### src/rtl/walk_pkg.sv
package walk_pkg;
  localparam int VA_W   = 32;
  localparam int OFF_W  = 9;
  localparam int VPN_W  = 21;
  localparam int RGN_W  = VA_W - VPN_W - OFF_W;
  localparam int PFN_W  = 21;
  localparam int PA_W   = PFN_W + OFF_W;
  localparam int LEN_W  = VPN_W + 1;
  localparam int WORD_W = 32;
  localparam int PROT_W = 4;
  localparam int ENTRY_SHIFT = 2;

  localparam int VALID_BIT  = 31;
  localparam int PROT_LSB   = 27;
  localparam int MODIFY_BIT = 26;

  localparam logic [RGN_W-1:0] RGN_PROG = 2'b00;
  localparam logic [RGN_W-1:0] RGN_CTRL = 2'b01;
  localparam logic [RGN_W-1:0] RGN_SYS  = 2'b10;
  localparam logic [RGN_W-1:0] RGN_BAD  = 2'b11;

  typedef enum logic [1:0] {
    FK_NONE   = 2'd0,
    FK_ADDR   = 2'd1,
    FK_LENGTH = 2'd2,
    FK_PAGE   = 2'd3
  } faultKind_t;

  typedef enum logic [2:0] {
    ST_IDLE,
    ST_DECODE,
    ST_REQ,
    ST_WAIT,
    ST_DONE
  } walkState_t;

  typedef struct packed {
    logic       capture;
    logic       loadDirect;
    logic       loadMid;
    logic       loadLeaf;
    logic       latchEntry;
    logic       latchFault;
    faultKind_t faultKind;
  } ctrlStrobes_t;
endpackage

### src/rtl/walk_datapath.sv
module walk_datapath
  import walk_pkg::*;
(
  input  logic                clk,
  input  logic                rstN,
  input  ctrlStrobes_t        strobes,
  input  logic [VA_W-1:0]     reqVaddr,
  input  logic [VA_W-1:0]     progBase,
  input  logic [LEN_W-1:0]    progLen,
  input  logic [VA_W-1:0]     ctrlBase,
  input  logic [LEN_W-1:0]    ctrlLen,
  input  logic [VA_W-1:0]     sysBase,
  input  logic [LEN_W-1:0]    sysLen,
  input  logic [WORD_W-1:0]   memRspData,
  output logic                isReserved,
  output logic                isSystem,
  output logic                lenViol,
  output logic                evaBadRegion,
  output logic                evaLenViol,
  output logic                entryValid,
  output logic [VA_W-1:0]     vaddrOut,
  output logic [VA_W-1:0]     memAddr,
  output logic [PA_W-1:0]     physAddr,
  output logic [PROT_W-1:0]   protBits,
  output logic                modifyBit,
  output faultKind_t          faultKind
);
  logic [VA_W-1:0]   vaddrQ;
  logic [VA_W-1:0]   memAddrQ;
  logic [OFF_W-1:0]  evaOffQ;
  logic [PA_W-1:0]   physQ;
  logic [PROT_W-1:0] protQ;
  logic              modQ;
  faultKind_t        faultQ;

  logic [RGN_W-1:0]  region;
  logic [VPN_W-1:0]  vpn;
  logic [VA_W-1:0]   selBase;
  logic [LEN_W-1:0]  selLen;
  logic [VA_W-1:0]   evaComb;
  logic [VPN_W-1:0]  evaVpn;
  logic [PFN_W-1:0]  rspPfn;
  logic [4:0]        unusedOsBits;

  assign region = vaddrQ[VA_W-1 -: RGN_W];
  assign vpn    = vaddrQ[OFF_W +: VPN_W];
  assign rspPfn = memRspData[PFN_W-1:0];
  assign unusedOsBits = memRspData[MODIFY_BIT-1:PFN_W];

  always_comb begin
    unique case (region)
      RGN_PROG: begin selBase = progBase; selLen = progLen; end
      RGN_CTRL: begin selBase = ctrlBase; selLen = ctrlLen; end
      default:  begin selBase = sysBase;  selLen = sysLen;  end
    endcase
  end

  assign isReserved   = (region == RGN_BAD);
  assign isSystem     = (region == RGN_SYS);
  assign lenViol      = ({1'b0, vpn} >= selLen);
  assign evaComb      = selBase + VA_W'({vpn, {ENTRY_SHIFT{1'b0}}});
  assign evaVpn       = evaComb[OFF_W +: VPN_W];
  assign evaBadRegion = (evaComb[VA_W-1 -: RGN_W] != RGN_SYS);
  assign evaLenViol   = ({1'b0, evaVpn} >= sysLen);
  assign entryValid   = memRspData[VALID_BIT];

  always_ff @(posedge clk or negedge rstN) begin
    if (!rstN) begin
      vaddrQ   <= '0;
      memAddrQ <= '0;
      evaOffQ  <= '0;
      physQ    <= '0;
      protQ    <= '0;
      modQ     <= 1'b0;
      faultQ   <= FK_NONE;
    end else begin
      if (strobes.capture) begin
        vaddrQ <= reqVaddr;
      end
      if (strobes.loadDirect) begin
        memAddrQ <= sysBase + VA_W'({vpn, {ENTRY_SHIFT{1'b0}}});
      end
      if (strobes.loadMid) begin
        memAddrQ <= sysBase + VA_W'({evaVpn, {ENTRY_SHIFT{1'b0}}});
        evaOffQ  <= evaComb[OFF_W-1:0];
      end
      if (strobes.loadLeaf) begin
        memAddrQ <= VA_W'({rspPfn, evaOffQ});
      end
      if (strobes.latchEntry) begin
        physQ  <= {rspPfn, vaddrQ[OFF_W-1:0]};
        protQ  <= memRspData[PROT_LSB +: PROT_W];
        modQ   <= memRspData[MODIFY_BIT];
        faultQ <= FK_NONE;
      end
      if (strobes.latchFault) begin
        faultQ <= strobes.faultKind;
      end
    end
  end

  assign vaddrOut  = vaddrQ;
  assign memAddr   = memAddrQ;
  assign physAddr  = physQ;
  assign protBits  = protQ;
  assign modifyBit = modQ;
  assign faultKind = faultQ;

  AST_ENTRY_VALID_ON_LATCH: assert property (@(posedge clk) disable iff (!rstN)
    strobes.latchEntry |-> memRspData[VALID_BIT]);
endmodule

### src/rtl/walk_control.sv
module walk_control
  import walk_pkg::*;
(
  input  logic         clk,
  input  logic         rstN,
  input  logic         reqValid,
  input  logic         isReserved,
  input  logic         isSystem,
  input  logic         lenViol,
  input  logic         evaBadRegion,
  input  logic         evaLenViol,
  input  logic         memRspValid,
  input  logic         entryValid,
  output ctrlStrobes_t strobes,
  output logic         reqReady,
  output logic         memReqValid,
  output logic         done
);
  walkState_t stateQ, stateD;
  logic       leafStageQ, leafStageD;
  logic       outstandingQ;

  always_comb begin
    stateD     = stateQ;
    leafStageD = leafStageQ;
    strobes    = '0;
    unique case (stateQ)
      ST_IDLE: begin
        if (reqValid) begin
          strobes.capture = 1'b1;
          stateD = ST_DECODE;
        end
      end
      ST_DECODE: begin
        if (isReserved) begin
          strobes.latchFault = 1'b1;
          strobes.faultKind  = FK_ADDR;
          stateD = ST_DONE;
        end else if (lenViol) begin
          strobes.latchFault = 1'b1;
          strobes.faultKind  = FK_LENGTH;
          stateD = ST_DONE;
        end else if (isSystem) begin
          strobes.loadDirect = 1'b1;
          leafStageD = 1'b1;
          stateD = ST_REQ;
        end else if (evaBadRegion) begin
          strobes.latchFault = 1'b1;
          strobes.faultKind  = FK_ADDR;
          stateD = ST_DONE;
        end else if (evaLenViol) begin
          strobes.latchFault = 1'b1;
          strobes.faultKind  = FK_LENGTH;
          stateD = ST_DONE;
        end else begin
          strobes.loadMid = 1'b1;
          leafStageD = 1'b0;
          stateD = ST_REQ;
        end
      end
      ST_REQ: begin
        stateD = ST_WAIT;
      end
      ST_WAIT: begin
        if (memRspValid) begin
          if (!entryValid) begin
            strobes.latchFault = 1'b1;
            strobes.faultKind  = FK_PAGE;
            stateD = ST_DONE;
          end else if (!leafStageQ) begin
            strobes.loadLeaf = 1'b1;
            leafStageD = 1'b1;
            stateD = ST_REQ;
          end else begin
            strobes.latchEntry = 1'b1;
            stateD = ST_DONE;
          end
        end
      end
      ST_DONE: begin
        stateD = ST_IDLE;
      end
      default: begin
        stateD = ST_IDLE;
      end
    endcase
  end

  always_ff @(posedge clk or negedge rstN) begin
    if (!rstN) begin
      stateQ       <= ST_IDLE;
      leafStageQ   <= 1'b0;
      outstandingQ <= 1'b0;
    end else begin
      stateQ     <= stateD;
      leafStageQ <= leafStageD;
      if (memReqValid) begin
        outstandingQ <= 1'b1;
      end else if (memRspValid) begin
        outstandingQ <= 1'b0;
      end
    end
  end

  assign reqReady    = (stateQ == ST_IDLE);
  assign memReqValid = (stateQ == ST_REQ);
  assign done        = (stateQ == ST_DONE);

  AST_DONE_SINGLE: assert property (@(posedge clk) disable iff (!rstN)
    done |=> !done);
  AST_ACCEPT_BUSY: assert property (@(posedge clk) disable iff (!rstN)
    (reqReady && reqValid) |=> !reqReady);
  AST_MEMREQ_PULSE: assert property (@(posedge clk) disable iff (!rstN)
    memReqValid |=> !memReqValid);
  AST_ONE_OUTSTANDING: assert property (@(posedge clk) disable iff (!rstN)
    memReqValid |-> !outstandingQ);
endmodule

### src/rtl/region_table_walker.sv
module region_table_walker
  import walk_pkg::*;
(
  input  logic                clk,
  input  logic                rstN,
  input  logic                reqValid,
  input  logic [VA_W-1:0]     reqVaddr,
  output logic                reqReady,
  input  logic [VA_W-1:0]     progBase,
  input  logic [LEN_W-1:0]    progLen,
  input  logic [VA_W-1:0]     ctrlBase,
  input  logic [LEN_W-1:0]    ctrlLen,
  input  logic [VA_W-1:0]     sysBase,
  input  logic [LEN_W-1:0]    sysLen,
  output logic                memReqValid,
  output logic [VA_W-1:0]     memReqAddr,
  input  logic                memRspValid,
  input  logic [WORD_W-1:0]   memRspData,
  output logic                done,
  output logic                fault,
  output logic [1:0]          faultKind,
  output logic [VA_W-1:0]     faultVaddr,
  output logic [PA_W-1:0]     physAddr,
  output logic [PROT_W-1:0]   protBits,
  output logic                modifyBit
);
  ctrlStrobes_t strobes;
  logic         isReserved, isSystem, lenViol, evaBadRegion, evaLenViol, entryValid;
  faultKind_t   faultKindW;

  walk_control control_i (
    .clk          (clk),
    .rstN         (rstN),
    .reqValid     (reqValid),
    .isReserved   (isReserved),
    .isSystem     (isSystem),
    .lenViol      (lenViol),
    .evaBadRegion (evaBadRegion),
    .evaLenViol   (evaLenViol),
    .memRspValid  (memRspValid),
    .entryValid   (entryValid),
    .strobes      (strobes),
    .reqReady     (reqReady),
    .memReqValid  (memReqValid),
    .done         (done)
  );

  walk_datapath datapath_i (
    .clk          (clk),
    .rstN         (rstN),
    .strobes      (strobes),
    .reqVaddr     (reqVaddr),
    .progBase     (progBase),
    .progLen      (progLen),
    .ctrlBase     (ctrlBase),
    .ctrlLen      (ctrlLen),
    .sysBase      (sysBase),
    .sysLen       (sysLen),
    .memRspData   (memRspData),
    .isReserved   (isReserved),
    .isSystem     (isSystem),
    .lenViol      (lenViol),
    .evaBadRegion (evaBadRegion),
    .evaLenViol   (evaLenViol),
    .entryValid   (entryValid),
    .vaddrOut     (faultVaddr),
    .memAddr      (memReqAddr),
    .physAddr     (physAddr),
    .protBits     (protBits),
    .modifyBit    (modifyBit),
    .faultKind    (faultKindW)
  );

  assign faultKind = faultKindW;
  assign fault     = (faultKindW != FK_NONE);

  AST_NO_MEM_AT_DONE: assert property (@(posedge clk) disable iff (!rstN)
    done |-> !memReqValid);
endmodule

### config.mk
export PLATFORM = sky130hd
export DESIGN_NAME = region_table_walker
export DESIGN_NICKNAME = d
export VERILOG_FILES = /design/src/rtl/walk_pkg.sv /design/src/rtl/walk_datapath.sv /design/src/rtl/walk_control.sv /design/src/rtl/region_table_walker.sv
export SDC_FILE = /design/constraint.sdc
export NUM_CORES = 1
export LEC_CHECK = 0
export ABC_CLOCK_PERIOD_IN_PS = 8000
export BUFFER_PORTS_ARGS = -buffer_cell sky130_fd_sc_hd__clkbuf_2
export CAP_MARGIN = 0
export CORE_ASPECT_RATIO = 0.9
export CORE_MARGIN = 2
export CORE_UTILIZATION = 47
export DETAILED_ROUTE_END_ITERATION = 8
export GPL_ROUTABILITY_DRIVEN = 0
export GPL_TIMING_DRIVEN = 0
export PLACE_DENSITY = 0.77
export SYNTH_ARGS = -nofsm -noshare
export SYNTH_HDL_FRONTEND = slang
export SYNTH_HIERARCHICAL = 1
export SYNTH_SLANG_ARGS = --single-unit
### constraint.sdc
create_clock -name clk -period 8 [get_ports clk]
set_input_delay 0.4 -clock clk [delete_from_list [all_inputs] [get_ports clk]]
set_output_delay 0.4 -clock clk [all_outputs]
set_load 0.01 [all_outputs]
==> impl_results.md <==
* Top FF cell, synth: dfrtp_1
* Worst Hold Margin at 0.191 ns
* # setup viols final at 0
* Detailed placement HPWL at 26300 microns
* Final Skew at 0.0120 ns
* Worst setup EP type: register
* Combinational fraction of design power at 0.700
* Area post-placement at 11500 sq um
* Synth Register Bits at 114
* First-pass GRT wire length at 50700 microns
* Reg area at 2850 sq um
* Power Internal at 3170 uW
* Syn-to-layout area delta at 34.5%
* Synth Net Count at 1386
* Synth Cell Area at 9540 sq um
* Initial antenna violation count at 3
* Gr ovfl total at 0
* Hold endpoint: datapath_i/vaddrOut[9]
* Starting Density at 0.479
* Busiest grt layer: met2
* Final Cycle Share at 0.983
* PD cells at 474 nW/um^2
* Via count at 10000
* Core area at 19900 sq um
* FF-to-FF End: datapath_i/memAddr[27]
* Post-Syn Instances at 1069
* Leakage power total at 0.00641 uW
* Most frequent cells in the layout: clkbuf_2 (329), dfrtp_1 (114), mux2_2 (98)
* Worst Hold Class: input pin to register
* Clock power share at 0.129
* FP Rows at 49
* Met2 track demand over resource at 0.517
* YS warnings at 6
* Die ar. at 21400 sq um
* Tot Pwr at 6080 uW
* Layout cells sized above 1 at 0.389
* Ys async rst share at 1.00
* Met3 Use GR at 0.0741
* Setup TNS at 0 ns
* Max stage delay on crit path at 0.61 ns
* Reg2Reg Setup Slack at 0.13 ns
* Buffer levels on the longest clock path at 2
* Peak supply drop at 0.243 mV
* HP Start: reqVaddr[9]
* Hold depth at 3
* CTS buffer count at 17
* Starting DRC count in detailed routing at 753
* DR pass1 iterations at 5
* Grt met1 use at 0.382
* Hold Fails Final Rpt at 0
* CP startpoint kind: register
* Nets at 1766
* R2R cell count at 31
* Die Y-Extent at 139 microns
* Clock Pin Slew Worst Setup and Hold Paths at 0.07 ns
* Root buf cell: clkbuf_16
* DRC at 0
* Final Core Density at 0.644
* Max_cap viols at 0
* Worst Path Required at 8.30 ns
* Pins Over Slew Limit at 0
* Vias in the first global route at 9740
* Most common cell after layout, fill and taps aside: clkbuf_2
* Number of synthesized flops with an enable pin at 0
* CTS tree: built
* FMAX at 127 MHz
* Distinct cells, synth at 75
* Least-Margin Pin Slew at 0.841 ns
* Largest net degree at the start of global routing at 73
* Worst Path Class, Setup: register to register
* Antenna-violating nets left at 0
* Vias per Instance at 5.82
* Sequential area share after synthesis at 0.299
* Total Wirelength at 33600 microns
* Routed WL per cell at 19.5 microns
* Multi-input gate area at 6640 sq um
* Switching share of power at 0.479
* Max-slew headroom at 0.439
* Switching Power at 2910 uW
* Status: finished, final reports clean
* Post-Syn Area per Cell at 8.92 sq um
* Finished Cell Area at 12800 sq um
* CP Data Arrival Time at 8.17 ns
* H-tree depth at 4
* Buffers on Ports at 328
* Die width at 154 microns
* Clk_lat worst skew at 0.42 ns
* Worst path slowest cell: a2111o_1
* Reg2reg start: datapath_i/vaddrOut[30]
* Seq pwr share at 0.171
* Worst-path fanout max at 10
* Clk sinks at 114
* Total GRT Usage at 0.303
* Crit path time final at 7.87 ns
* Filler cells at 1683
* I/O pin count at 335
## critical path, delay by kind of cell (launching register included)
family | cells | cell delay [ns]
AOI/OAI and AO/OA | 12 | 3.55
adders and majority gates | 3 | 0.98
buffers and inverters | 5 | 0.74
DFF | 1 | 0.37
muxes | 3 | 0.89
and+or+nand+nor | 8 | 1.20
## registers in the layout (all words and copies together) (netlist names), 2 cells and up
| register | cells |
|---|---|
| datapath_i/protBits | 4 |
| datapath_i/vaddrOut | 32 |
| control_i/stateQ | 3 |
| datapath_i/physAddr | 30 |
| datapath_i/evaOffQ | 9 |
| datapath_i/faultKind | 2 |
| datapath_i/memAddr | 32 |
## metal layers
| metal | part of all wire | routed length [microns] |
|---|---|---|
| met5 | 0 | 0 |
| met4 | 0.021 | 700 |
| met3 | 0.088 | 2950 |
| met2 | 0.48 | 16000 |
| met1 | 0.41 | 13900 |
## synth_stat cells (5+ instances only)
library cell | instances | area [sq um]
nor3_1 | 25 | 125
o21a_1 | 5 | 37.5
and3_1 | 9 | 56.3
a21o_1 | 24 | 180
inv_1 | 38 | 143
xnor2_1 | 14 | 123
ha_1 | 85 | 1060
o21ai_0 | 79 | 395
nor2b_1 | 11 | 68.8
a211oi_1 | 11 | 82.6
clkbuf_1 | 36 | 135
and2_1 | 5 | 31.3
dfrtp_1 | 114 | 2850
o31ai_1 | 9 | 67.6
o21ai_1 | 6 | 30.0
mux2i_1 | 61 | 611
mux2_2 | 98 | 1100
o21bai_1 | 8 | 60.1
xor2_1 | 15 | 131
nor3b_1 | 13 | 97.6
nand3_1 | 16 | 80.1
or3_1 | 9 | 56.3
nor4_1 | 8 | 50.1
a31oi_1 | 9 | 56.3
nand2b_1 | 9 | 56.3
buf_1 | 11 | 41.3
nand2_1 | 90 | 338
nand4_1 | 8 | 50.1
a21oi_1 | 93 | 465
nor2_1 | 76 | 285
## through the flow
step / setup slack (ns) / cells
CTS: 0.0420 / 1691
global placement: -2.38 / 1652
finish: 0.134 / 1721
global route: -0.0950 / 1719
detailed placement: -2.45 / 1653
floorplan: 0.0136 / 1069
## power groups by stage
| stage | Clock [uW] | Sequential, uW | Combinational, uW |
|---|---|---|---|
| after floorplan | 0 | 1080 | 2520 |
| after global placement | 0 | 1030 | 3540 |
| after detailed placement | 0 | 1040 | 3640 |
| after CTS | 796 | 1030 | 3880 |
| after global routing | 830 | 1070 | 4660 |
| final | 785 | 1040 | 4260 |
## cells by family after synthesis
group | after synthesis | synth area share
adder cells (fa/ha/maj) | 87 | 0.116
AND/OR/NAND/NOR | 311 | 0.164
buffers and inverters | 89 | 0.0363
XOR/XNOR | 29 | 0.0266
AO/OA/AOI/OAI | 279 | 0.177
multiplexers | 160 | 0.181
flip-flops | 114 | 0.299
## area by class of cell
cell class              count  area share
diodes                      4    0.000780
flip-flops and latches    114       0.222
inverters                  39      0.0114
multi-input cells         866       0.517
plain buffers              45      0.0227
well taps                 255      0.0249
clock inverters            15      0.0133
repair buffers            366       0.154
clock buffers              17      0.0332
## worst max path at each step
stage	start	to	slack, ns	cells after the start
4_1_cts	datapath_i/vaddrOut[31]	datapath_i/memAddr[20]	0.04	33
2_1_floorplan	datapath_i/vaddrOut[31]	datapath_i/memAddr[24]	0.01	33
6_report	datapath_i/vaddrOut[30]	datapath_i/memAddr[27]	0.13	31
3_3_place_gp	datapath_i/vaddrOut[31]	datapath_i/memAddr[24]	-2.38	34
5_1_grt	datapath_i/vaddrOut[30]	datapath_i/memAddr[25]	-0.1	31
3_5_place_dp	datapath_i/vaddrOut[31]	datapath_i/memAddr[26]	-2.45	34
## repair_timing
item | in CTS | in global routing
setup endpoints to repair | 35 | 25
cloned | 0 | 1
resized for setup | 56 | 51
pin swaps | 10 | 23
endpoints found under the hold margin | 42 | 0
hold buffers | 1 | 0
buffers inserted | 9 | 26
(Power assumes the default switching activity.)
